$ cat src/rtl/irq_vec_pkg.sv
package irq_vec_pkg;
  parameter int PEND_W    = 8;
  parameter int SPC_W     = 5;
  parameter int SPC_SHIFT = 5;
  parameter int OFF_W     = PEND_W + SPC_W + SPC_SHIFT + 1;
  parameter int BASE_LEGACY = 'h180;
  parameter int BASE_VEC    = 'h200;

  typedef enum logic [1:0] {
    MODE_LEGACY = 2'd0,
    MODE_INTVEC = 2'd1,
    MODE_EXTVEC = 2'd2
  } irq_mode_e;

  // External mode wins when both enables are set.
  function automatic irq_mode_e f_mode(input logic int_en, input logic ext_en);
    if (ext_en)      return MODE_EXTVEC;
    else if (int_en) return MODE_INTVEC;
    else             return MODE_LEGACY;
  endfunction

  function automatic logic [OFF_W-1:0] f_legacy_offset(input logic vsel);
    return vsel ? OFF_W'(BASE_VEC) : OFF_W'(BASE_LEGACY);
  endfunction

  function automatic logic [OFF_W-1:0] f_vec_offset(input logic [PEND_W-1:0] vec,
                                                    input logic [SPC_W-1:0]  spc);
    logic [OFF_W-1:0] step;
    step = OFF_W'(spc) << SPC_SHIFT;
    return OFF_W'(BASE_VEC) + OFF_W'(vec) * step;
  endfunction
endpackage

$ cat src/rtl/irq_request_eval.sv
module irq_request_eval
  import irq_vec_pkg::*;
(
  input  irq_mode_e         mode_i,
  input  logic [PEND_W-1:0] pend_i,
  input  logic [PEND_W-1:0] lvl_mask_i,
  output logic              req_o
);
  logic masked_hit;
  logic above_level;

  assign masked_hit  = |(pend_i & lvl_mask_i);
  assign above_level = (pend_i > lvl_mask_i);

  always_comb begin
    if (mode_i == MODE_EXTVEC) req_o = above_level;
    else                       req_o = masked_hit;
  end
endmodule

$ cat src/rtl/irq_bit_scanner.sv
module irq_bit_scanner #(
  parameter int W = 8
) (
  input  logic                     clk,
  input  logic                     rst,
  input  logic                     start_i,
  input  logic [W-1:0]             pend_i,
  output logic                     busy_o,
  output logic                     finish_o,
  output logic [$clog2(W+1)-1:0]   vec_o
);
  localparam int SEL_W = $clog2(W);
  localparam int IDX_W = $clog2(W+1);

  logic             busy_q;
  logic [W-1:0]     shadow_q;
  logic [SEL_W-1:0] idx_q;
  logic             cur_bit;
  logic             last_bit;

  assign cur_bit  = shadow_q[idx_q];
  assign last_bit = (idx_q == SEL_W'(W-1));
  assign finish_o = busy_q & (cur_bit | last_bit);
  assign busy_o   = busy_q;
  assign vec_o    = cur_bit ? IDX_W'(idx_q) : IDX_W'(W);

  always_ff @(posedge clk) begin
    if (rst) begin
      busy_q   <= 1'b0;
      shadow_q <= '0;
      idx_q    <= '0;
    end else if (start_i && !busy_q) begin
      busy_q   <= 1'b1;
      shadow_q <= pend_i;
      idx_q    <= '0;
    end else if (busy_q) begin
      if (finish_o) busy_q <= 1'b0;
      else          idx_q  <= idx_q + 1'b1;
    end
  end

  // one line per cycle until a hit
  assert_scan_advance_R5: assert property (@(posedge clk) disable iff (rst)
    busy_q && !finish_o |=> busy_q && idx_q == $past(idx_q) + 1'b1);

  // a hit is the lowest set line of the captured field
  assert_scan_lowest_R5: assert property (@(posedge clk) disable iff (rst)
    finish_o && cur_bit |-> (shadow_q & ((W'(1) << idx_q) - W'(1))) == '0);

  // ending without a hit means nothing was pending
  assert_scan_none_R6: assert property (@(posedge clk) disable iff (rst)
    finish_o && !cur_bit |-> shadow_q == '0);
endmodule

$ cat src/rtl/irq_vector_unit.sv
module irq_vector_unit
  import irq_vec_pkg::*;
(
  input  logic              clk,
  input  logic              rst,
  input  logic [7:0]        pend_i,
  input  logic [7:0]        lvl_mask_i,
  input  logic              int_vec_i,
  input  logic              ext_vec_i,
  input  logic              vsel_i,
  input  logic [4:0]        spacing_i,
  input  logic              take_i,
  output logic              irq_req_o,
  output logic [18:0]       offset_o,
  output logic              done_o
);
  localparam int IDX_W = $clog2(PEND_W+1);

  irq_mode_e        mode;
  logic             scan_busy;
  logic             scan_finish;
  logic [IDX_W-1:0] scan_vec;
  logic             accept;
  logic             start_scan;
  logic             start_direct;
  logic [OFF_W-1:0] direct_off;
  logic [OFF_W-1:0] scan_off;
  logic [SPC_W-1:0] spc_q;
  logic [OFF_W-1:0] offset_q;
  logic             done_q;

  assign mode = f_mode(int_vec_i, ext_vec_i);

  irq_request_eval u_req (
    .mode_i     (mode),
    .pend_i     (pend_i),
    .lvl_mask_i (lvl_mask_i),
    .req_o      (irq_req_o)
  );

  assign accept       = take_i & ~scan_busy;
  assign start_scan   = accept & (mode == MODE_INTVEC);
  assign start_direct = accept & (mode != MODE_INTVEC);

  irq_bit_scanner #(.W(PEND_W)) u_scan (
    .clk      (clk),
    .rst      (rst),
    .start_i  (start_scan),
    .pend_i   (pend_i),
    .busy_o   (scan_busy),
    .finish_o (scan_finish),
    .vec_o    (scan_vec)
  );

  assign direct_off = (mode == MODE_EXTVEC) ? f_vec_offset(pend_i, spacing_i)
                                            : f_legacy_offset(vsel_i);
  assign scan_off   = f_vec_offset(PEND_W'(scan_vec), spc_q);

  always_ff @(posedge clk) begin
    if (rst) begin
      offset_q <= '0;
      done_q   <= 1'b0;
      spc_q    <= '0;
    end else begin
      done_q <= start_direct | scan_finish;
      if (start_direct)     offset_q <= direct_off;
      else if (scan_finish) offset_q <= scan_off;
      if (start_scan)       spc_q    <= spacing_i;
    end
  end

  assign offset_o = offset_q;
  assign done_o   = done_q;

  // with per-line masking, no overlap means no request
  assert_mask_quiet_R1: assert property (@(posedge clk) disable iff (rst)
    !ext_vec_i && (pend_i & lvl_mask_i) == '0 |-> !irq_req_o);

  // at or below threshold means no request
  assert_level_quiet_R2: assert property (@(posedge clk) disable iff (rst)
    ext_vec_i && pend_i <= lvl_mask_i |-> !irq_req_o);

  // single-cycle modes finish on the sampling edge
  assert_direct_done_R3: assert property (@(posedge clk) disable iff (rst)
    start_direct |=> done_o && offset_o == $past(direct_off));

  // zero spacing collapses every vector onto the base
  assert_zero_spacing_R4: assert property (@(posedge clk) disable iff (rst)
    scan_finish && spc_q == '0 |=> offset_o == OFF_W'(BASE_VEC));

  // every offset is a multiple of 32
  assert_offset_aligned_R4: assert property (@(posedge clk) disable iff (rst)
    offset_o[SPC_SHIFT-1:0] == '0);

  // no result means a held offset and no pulse
  assert_hold_R8: assert property (@(posedge clk) disable iff (rst)
    !(start_direct || scan_finish) |=> $stable(offset_o) && !done_o);
endmodule

$ cat config.mk
export PLATFORM = sky130hd
export DESIGN_NAME = irq_vector_unit
export DESIGN_NICKNAME = d
export VERILOG_FILES = /design/src/rtl/irq_vec_pkg.sv /design/src/rtl/irq_request_eval.sv /design/src/rtl/irq_bit_scanner.sv /design/src/rtl/irq_vector_unit.sv
export SDC_FILE = /design/constraint.sdc
export NUM_CORES = 1
export LEC_CHECK = 0
export BUFFER_PORTS_ARGS = -buffer_cell sky130_fd_sc_hd__buf_2
export CAP_MARGIN = 20
export CORE_MARGIN = 2
export CORE_UTILIZATION = 55
export CTS_CLUSTER_SIZE = 28
export DETAILED_ROUTE_END_ITERATION = 12
export GPL_ROUTABILITY_DRIVEN = 0
export GPL_TIMING_DRIVEN = 0
export PLACE_DENSITY = 0.77
export SLEW_MARGIN = 20
export SYNTH_ARGS = -nofsm -noshare
export SYNTH_HDL_FRONTEND = slang
export SYNTH_SLANG_ARGS = --single-unit
$ cat constraint.sdc
create_clock -name clk -period 5.59 [get_ports clk]
set_clock_uncertainty 0.05 [all_clocks]
set_input_delay 0.559 -clock clk [delete_from_list [all_inputs] [get_ports clk]]
set_output_delay 0.559 -clock clk [all_outputs]
set_load 0.05 [all_outputs]
After elaboration in Yosys (flattened, before gate mapping)

Cells that the tools add are included.

Flip-flop bits (word level): 37
Output and inout port bits: 21
Logic and storage cells: 45

Add/sub/neg operators: 3
$mul: 2
$lt $le $gt $ge: 2
Equality and inequality tests: 4
Muxes and demuxes: 13
Bitwise logic cells: 9
Reduce and logical (&&, ||, !) cells: 6

Operators by type and width:

| operator                 | number |
|---|---|
| $mux W19                 | 3 |
| $add A10 B18 Y19 const A | 1 |
| $add A10 B14 Y15 const A | 1 |
| $mul A8 B5 Y13           | 1 |
| $mux W10                 | 1 |
| $mul A4 B5 Y9            | 1 |
| $and A8 B8 Y8            | 1 |
| $gt A8 B8 Y1             | 1 |
| $reduce_or A8 Y1         | 1 |
| $mux W1                  | 6 |
| $and A1 B1 Y1            | 4 |
| $lt A3 B4 Y1 const B     | 1 |
| $mux W4                  | 1 |
| $add A3 B1 Y3 const B    | 1 |
| $bmux W1 S3              | 1 |
| $eq A3 B3 Y1 const B     | 1 |
| $eq A2 B1 Y1 const B     | 1 |
| $eq A2 B2 Y1 const B     | 1 |
| $mux W2                  | 1 |
| $ne A2 B1 Y1 const B     | 1 |
| $not A1 Y1               | 2 |
| $or A1 B1 Y1             | 2 |
| $reduce_and A2 Y1        | 1 |
| $reduce_bool A2 Y1       | 1 |
| 3 further kinds          | 3 |

Longest topological paths before layout

Depth in word-level cells: 7
Gate-level depth with buffers: 17
Mapped depth without buffers: 17

Cells and area by module

From an unflattened synthesis, not the netlist that was laid out.

Cells, all modules: 486
Area, all modules: 4056.4 um2

By module, submodules not included:

| module           | instances | cells each | area an instance (um2) | seq. area each (um2) |
|---|---|---|---|---|
| irq_vector_unit  | 1         | 378        | 3138.0                 | 400.4 |
| irq_bit_scanner  | 1         | 68         | 581.8                  | 240.2 |
| irq_request_eval | 1         | 40         | 336.6                  | 0.0 |

Least setup slack after synthesis

OpenSTA, ideal clock, no wires.

Kind: reg2reg
From: reg u_scan.idx_q[0]
To: reg offset_q[13], in the netlist offset_o[13]
Setup time: 86 ps
Arrival time: 4124 ps
Data required time: 5454 ps
Path slack: 1331 ps
Cell stages (with the launch flop): 16
Period minus slack after synthesis: 4259 ps
Cells stage by stage: dfxtp_1 -> mux4_2 -> mux2i_4 -> nor2b_1 -> nand2_1 -> fa_1 -> fa_1 -> inv_1 -> ha_1 -> o21ai_0 -> or4b_2 -> o2111ai_1 -> nand3_1 -> xnor2_1 -> o21ai_1 -> a211oi_1

Word-level cells in the longest chain between the ends: 7

Ends and longest elaborated chain:

| what                          | RTL line              | source |
|---|---|---|
| from (decl)                   | irq_bit_scanner.sv:17 | `logic [SEL_W-1:0] idx_q;` |
| from (signal assigned)        | irq_bit_scanner.sv:38 | `else idx_q <= idx_q + 1'b1;` |
| $bmux W1 S3                   | irq_bit_scanner.sv:21 | `assign cur_bit = shadow_q[idx_q];` |
| $mux W1 (not written as such) | irq_bit_scanner.sv:21 |  |
| $mux W4                       | irq_bit_scanner.sv:25 | `assign vec_o = cur_bit ? IDX_W'(idx_q) : IDX_W'(W);` |
| $mul A4 B5 Y9                 | irq_vec_pkg.sv:30     | `return OFF_W'(BASE_VEC) + OFF_W'(vec) * step;` |
| $add A10 B14 Y15              | irq_vec_pkg.sv:30     |  |
| $mux W19                      | irq_vector_unit.sv:67 | `else if (scan_finish) offset_q <= scan_off;` |
| $mux W19                      | irq_vector_unit.sv:66 | `if (start_direct) offset_q <= direct_off;` |
| to (signal assigned)          | irq_vector_unit.sv:66 |  |
| to (signal assigned)          | irq_vector_unit.sv:67 |  |
| to (decl)                     | irq_vector_unit.sv:29 | `logic [OFF_W-1:0] offset_q;` |

Parallel ways exist; a longest one is shown, timed or not. The select of a mux whose other input is x is not followed.
A chain may end at the register's enable or synchronous reset.

Final worst setup path

Ends and elaborated chain as after synthesis.

==> results.ini <==
[status]
status = finished clean

[sta]
whs_ns = 0.407
slew_headroom = 0.646
post-route-period-util = 0.855
worst_slew_pin_slew_ns = 0.531
rsz0062_at_grt = no
final.setup.tns_ns = 0
finalHoldViolations = 0
finalSetupViolCount = 0
period_needed_ns = 4.78
drv_slew = 0
fmax_mhz = 209

[clock_tree]
clkLatencyLatePin_ns = 0.29
cts_buffers = 5
postCtsSetupBuffers = 0
cts-root-buf = clkbuf_8
clk_pin_slew_ns = 0.07
htreeDepth = 2
clockBufferDepth = 2
postCtsHoldBufs = 0
cts_tree = yes
cts_sinks = 32
cts-resized-gates = 0

[die]
start_util = 0.575
num_io_pins = 48
dieArea_um2 = 7340
core_area_um2 = 6390
die_height_um = 85.7
placementRows = 29
die_w_um = 85.7

[synth]
ys_types = 47
synth_edf_count = 0
synth-seq-cells = 32
ys_warn_count = 0
synth_area_per_cell_um2 = 8.28
yosysSeqAreaShare = 0.175
syn-cell-area_um2 = 3670
ys.flop_type = dfxtp_1
synthArstFlopShare = 0
syn_inst = 443

[final_layout]
num_antenna_cells = 0
syn_to_final_growth_pct = 11.3
multiInputGateArea_um2 = 2790
final_nets = 598
layout_commonest_cell = nand2_1
instances_no_fill = 571
drive_above_1_share = 0.126
num-fill-cells = 581
seq_area_um2 = 641
layout_common_cells = nand2_1 (68), ha_1 (54), inv_1 (45)

[setup_path]
r2r-end = offset_o[13]$_SDFFE_PP0P_
worstSetupPathType = reg -> reg
worstPathMaxFanout = 8
required_ns = 5.74
r2r_cells = 15
arrival_ns = 4.93
cp-start-kind = flip-flop
r2r_slack_ns = 0.81
crit_path_end_kind = flip-flop
r2r-start = u_scan.idx_q[0]$_SDFFE_PP0P_

[place]
hpwl_um = 6470
port_buffers = 39
place_inst = 563

[grt]
grt_pass1_vias = 3065
grt.total_usage = 0.230
overflow = 0
grt_max_degree = 11
antenna_found_initial = 0
grt_pass1_wl_um = 13700

[power]
vdd_drop_max_uv = 165
leakagePower_nw = 2.03
p_per_area_nw_per_um2 = 232

[drt]
vias_per_cell = 5.56
drtIter0Drc = 130
drc_errors = 0
vias = 3175
routed_wl_um = 7910
ant_nets = 0
drtPass1Iterations = 4
wl_per_cell_um = 13.9

[worst_hold_path]
worst_hold_path.num_cells = 2
hold_path_class = reg -> reg
whs_endpoint = u_scan.shadow_q[6]$_SDFFE_PP0P_
min_from = u_scan.shadow_q[6]$_SDFFE_PP0P_

[run]
maxCapViolations = 0

-- kinds of logic after synthesis --
logic type                 after synthesis  share of synthesized area
AOI/OAI and AO/OA                       76                      0.130
xor gates and xnor gates                25                     0.0597
adders and majority gates               78                      0.315
buffers and inverters                   62                     0.0702
DFF                                     32                      0.175
muxes                                    8                     0.0320
other                                    1                    0.00102
and+or+nand+nor                        161                      0.217
-- worst max-delay path, stage by stage (launching register included) --
cell       delay (ns)
dfxtp_1          0.49
mux4_2           0.62
mux2i_4          0.25
nor2b_1          0.14
nand2_1          0.11
fa_1             0.45
fa_1             0.54
inv_1            0.04
ha_1             0.34
o21ai_0          0.14
or4b_2           0.62
o2111ai_1        0.20
nand3_1          0.16
xnor2_1          0.21
o21ai_1          0.09
a211oi_1         0.24
-- flip-flops by register name, summed over array words and instances, names as in the netlist --
| register | flops |
|---|---|
| spc_q | 5 |
| done_o | 1 |
| u_scan.idx_q | 3 |
| offset_o | 14 |
| u_scan.shadow_q | 8 |
| u_scan.busy_o | 1 |
-- layer usage --
layer	vias to the layer above	track usage	share of wire
met5	-	0	0
met4	0	0.0952	0.023
met3	18	0.0183	0.027
met2	60	0.410	0.51
met1	1513	0.287	0.44
li1	1584	-	-
-- metrics by stage --
stage / utilization / setup slack, ns / instance area (um2) / power (mW)
floorplan: - / 1.33 / 3680 / 0.630
global placement: 0.623 / 0.917 / 3980 / 0.717
detailed placement: 0.623 / 0.873 / 3980 / 0.732
CTS: 0.639 / 0.837 / 4080 / 0.953
global route: 0.639 / 0.531 / 4080 / 1.02
finish: 0.639 / 0.809 / 4080 / 0.946
-- how the worst max path moves through the flow --
stage                                 startpoint                         to  slack [ns]  cells past startpoint
detailed placement  u_scan.idx_q[0]$_SDFFE_PP0P_  offset_o[13]$_SDFFE_PP0P_        0.87                     15
floorplan           u_scan.idx_q[0]$_SDFFE_PP0P_  offset_o[13]$_SDFFE_PP0P_        1.33                     15
global placement                    spacing_i[4]  offset_o[17]$_SDFFE_PP0P_        0.92                     16
finish              u_scan.idx_q[0]$_SDFFE_PP0P_  offset_o[13]$_SDFFE_PP0P_        0.81                     15
global route        u_scan.idx_q[0]$_SDFFE_PP0P_  offset_o[13]$_SDFFE_PP0P_        0.53                     15
CTS                 u_scan.idx_q[0]$_SDFFE_PP0P_  offset_o[13]$_SDFFE_PP0P_        0.84                     15
-- area by class of cell --
| cell class | instances | share of cell area |
|---|---|---|
| plain buffers | 17 | 0.0218 |
| clock buffers | 6 | 0.0178 |
| clock inverters | 2 | 0.00858 |
| inverters | 45 | 0.0414 |
| multi-input cells | 353 | 0.682 |
| flip-flops and latches | 32 | 0.157 |
| well taps | 77 | 0.0236 |
| repair buffers | 39 | 0.0478 |
-- synth_stat cells, drive strengths merged, types with 4 or more instances --
cell type | count | area [um2]
nand2 | 69 | 262
a21o | 5 | 37.5
clkbuf | 9 | 35.0
buf | 8 | 53.8
nor3 | 4 | 20.0
xnor2 | 10 | 87.6
nor2b | 7 | 43.8
mux2i | 6 | 72.6
nor2 | 20 | 75.1
dfxtp | 32 | 641
xor2 | 15 | 131
inv | 45 | 169
nand2b | 4 | 25.0
fa | 24 | 480
a21oi | 27 | 135
and2 | 33 | 206
nand3 | 7 | 35.0
o21ai | 14 | 70.1
a211oi | 10 | 75.1
ha | 54 | 676
-- power breakdown --
group          internal (mW)  switching (mW)
clock                  0.132          0.0865
combinational          0.183           0.289
sequential             0.244          0.0105
(Power assumes the default switching activity.)
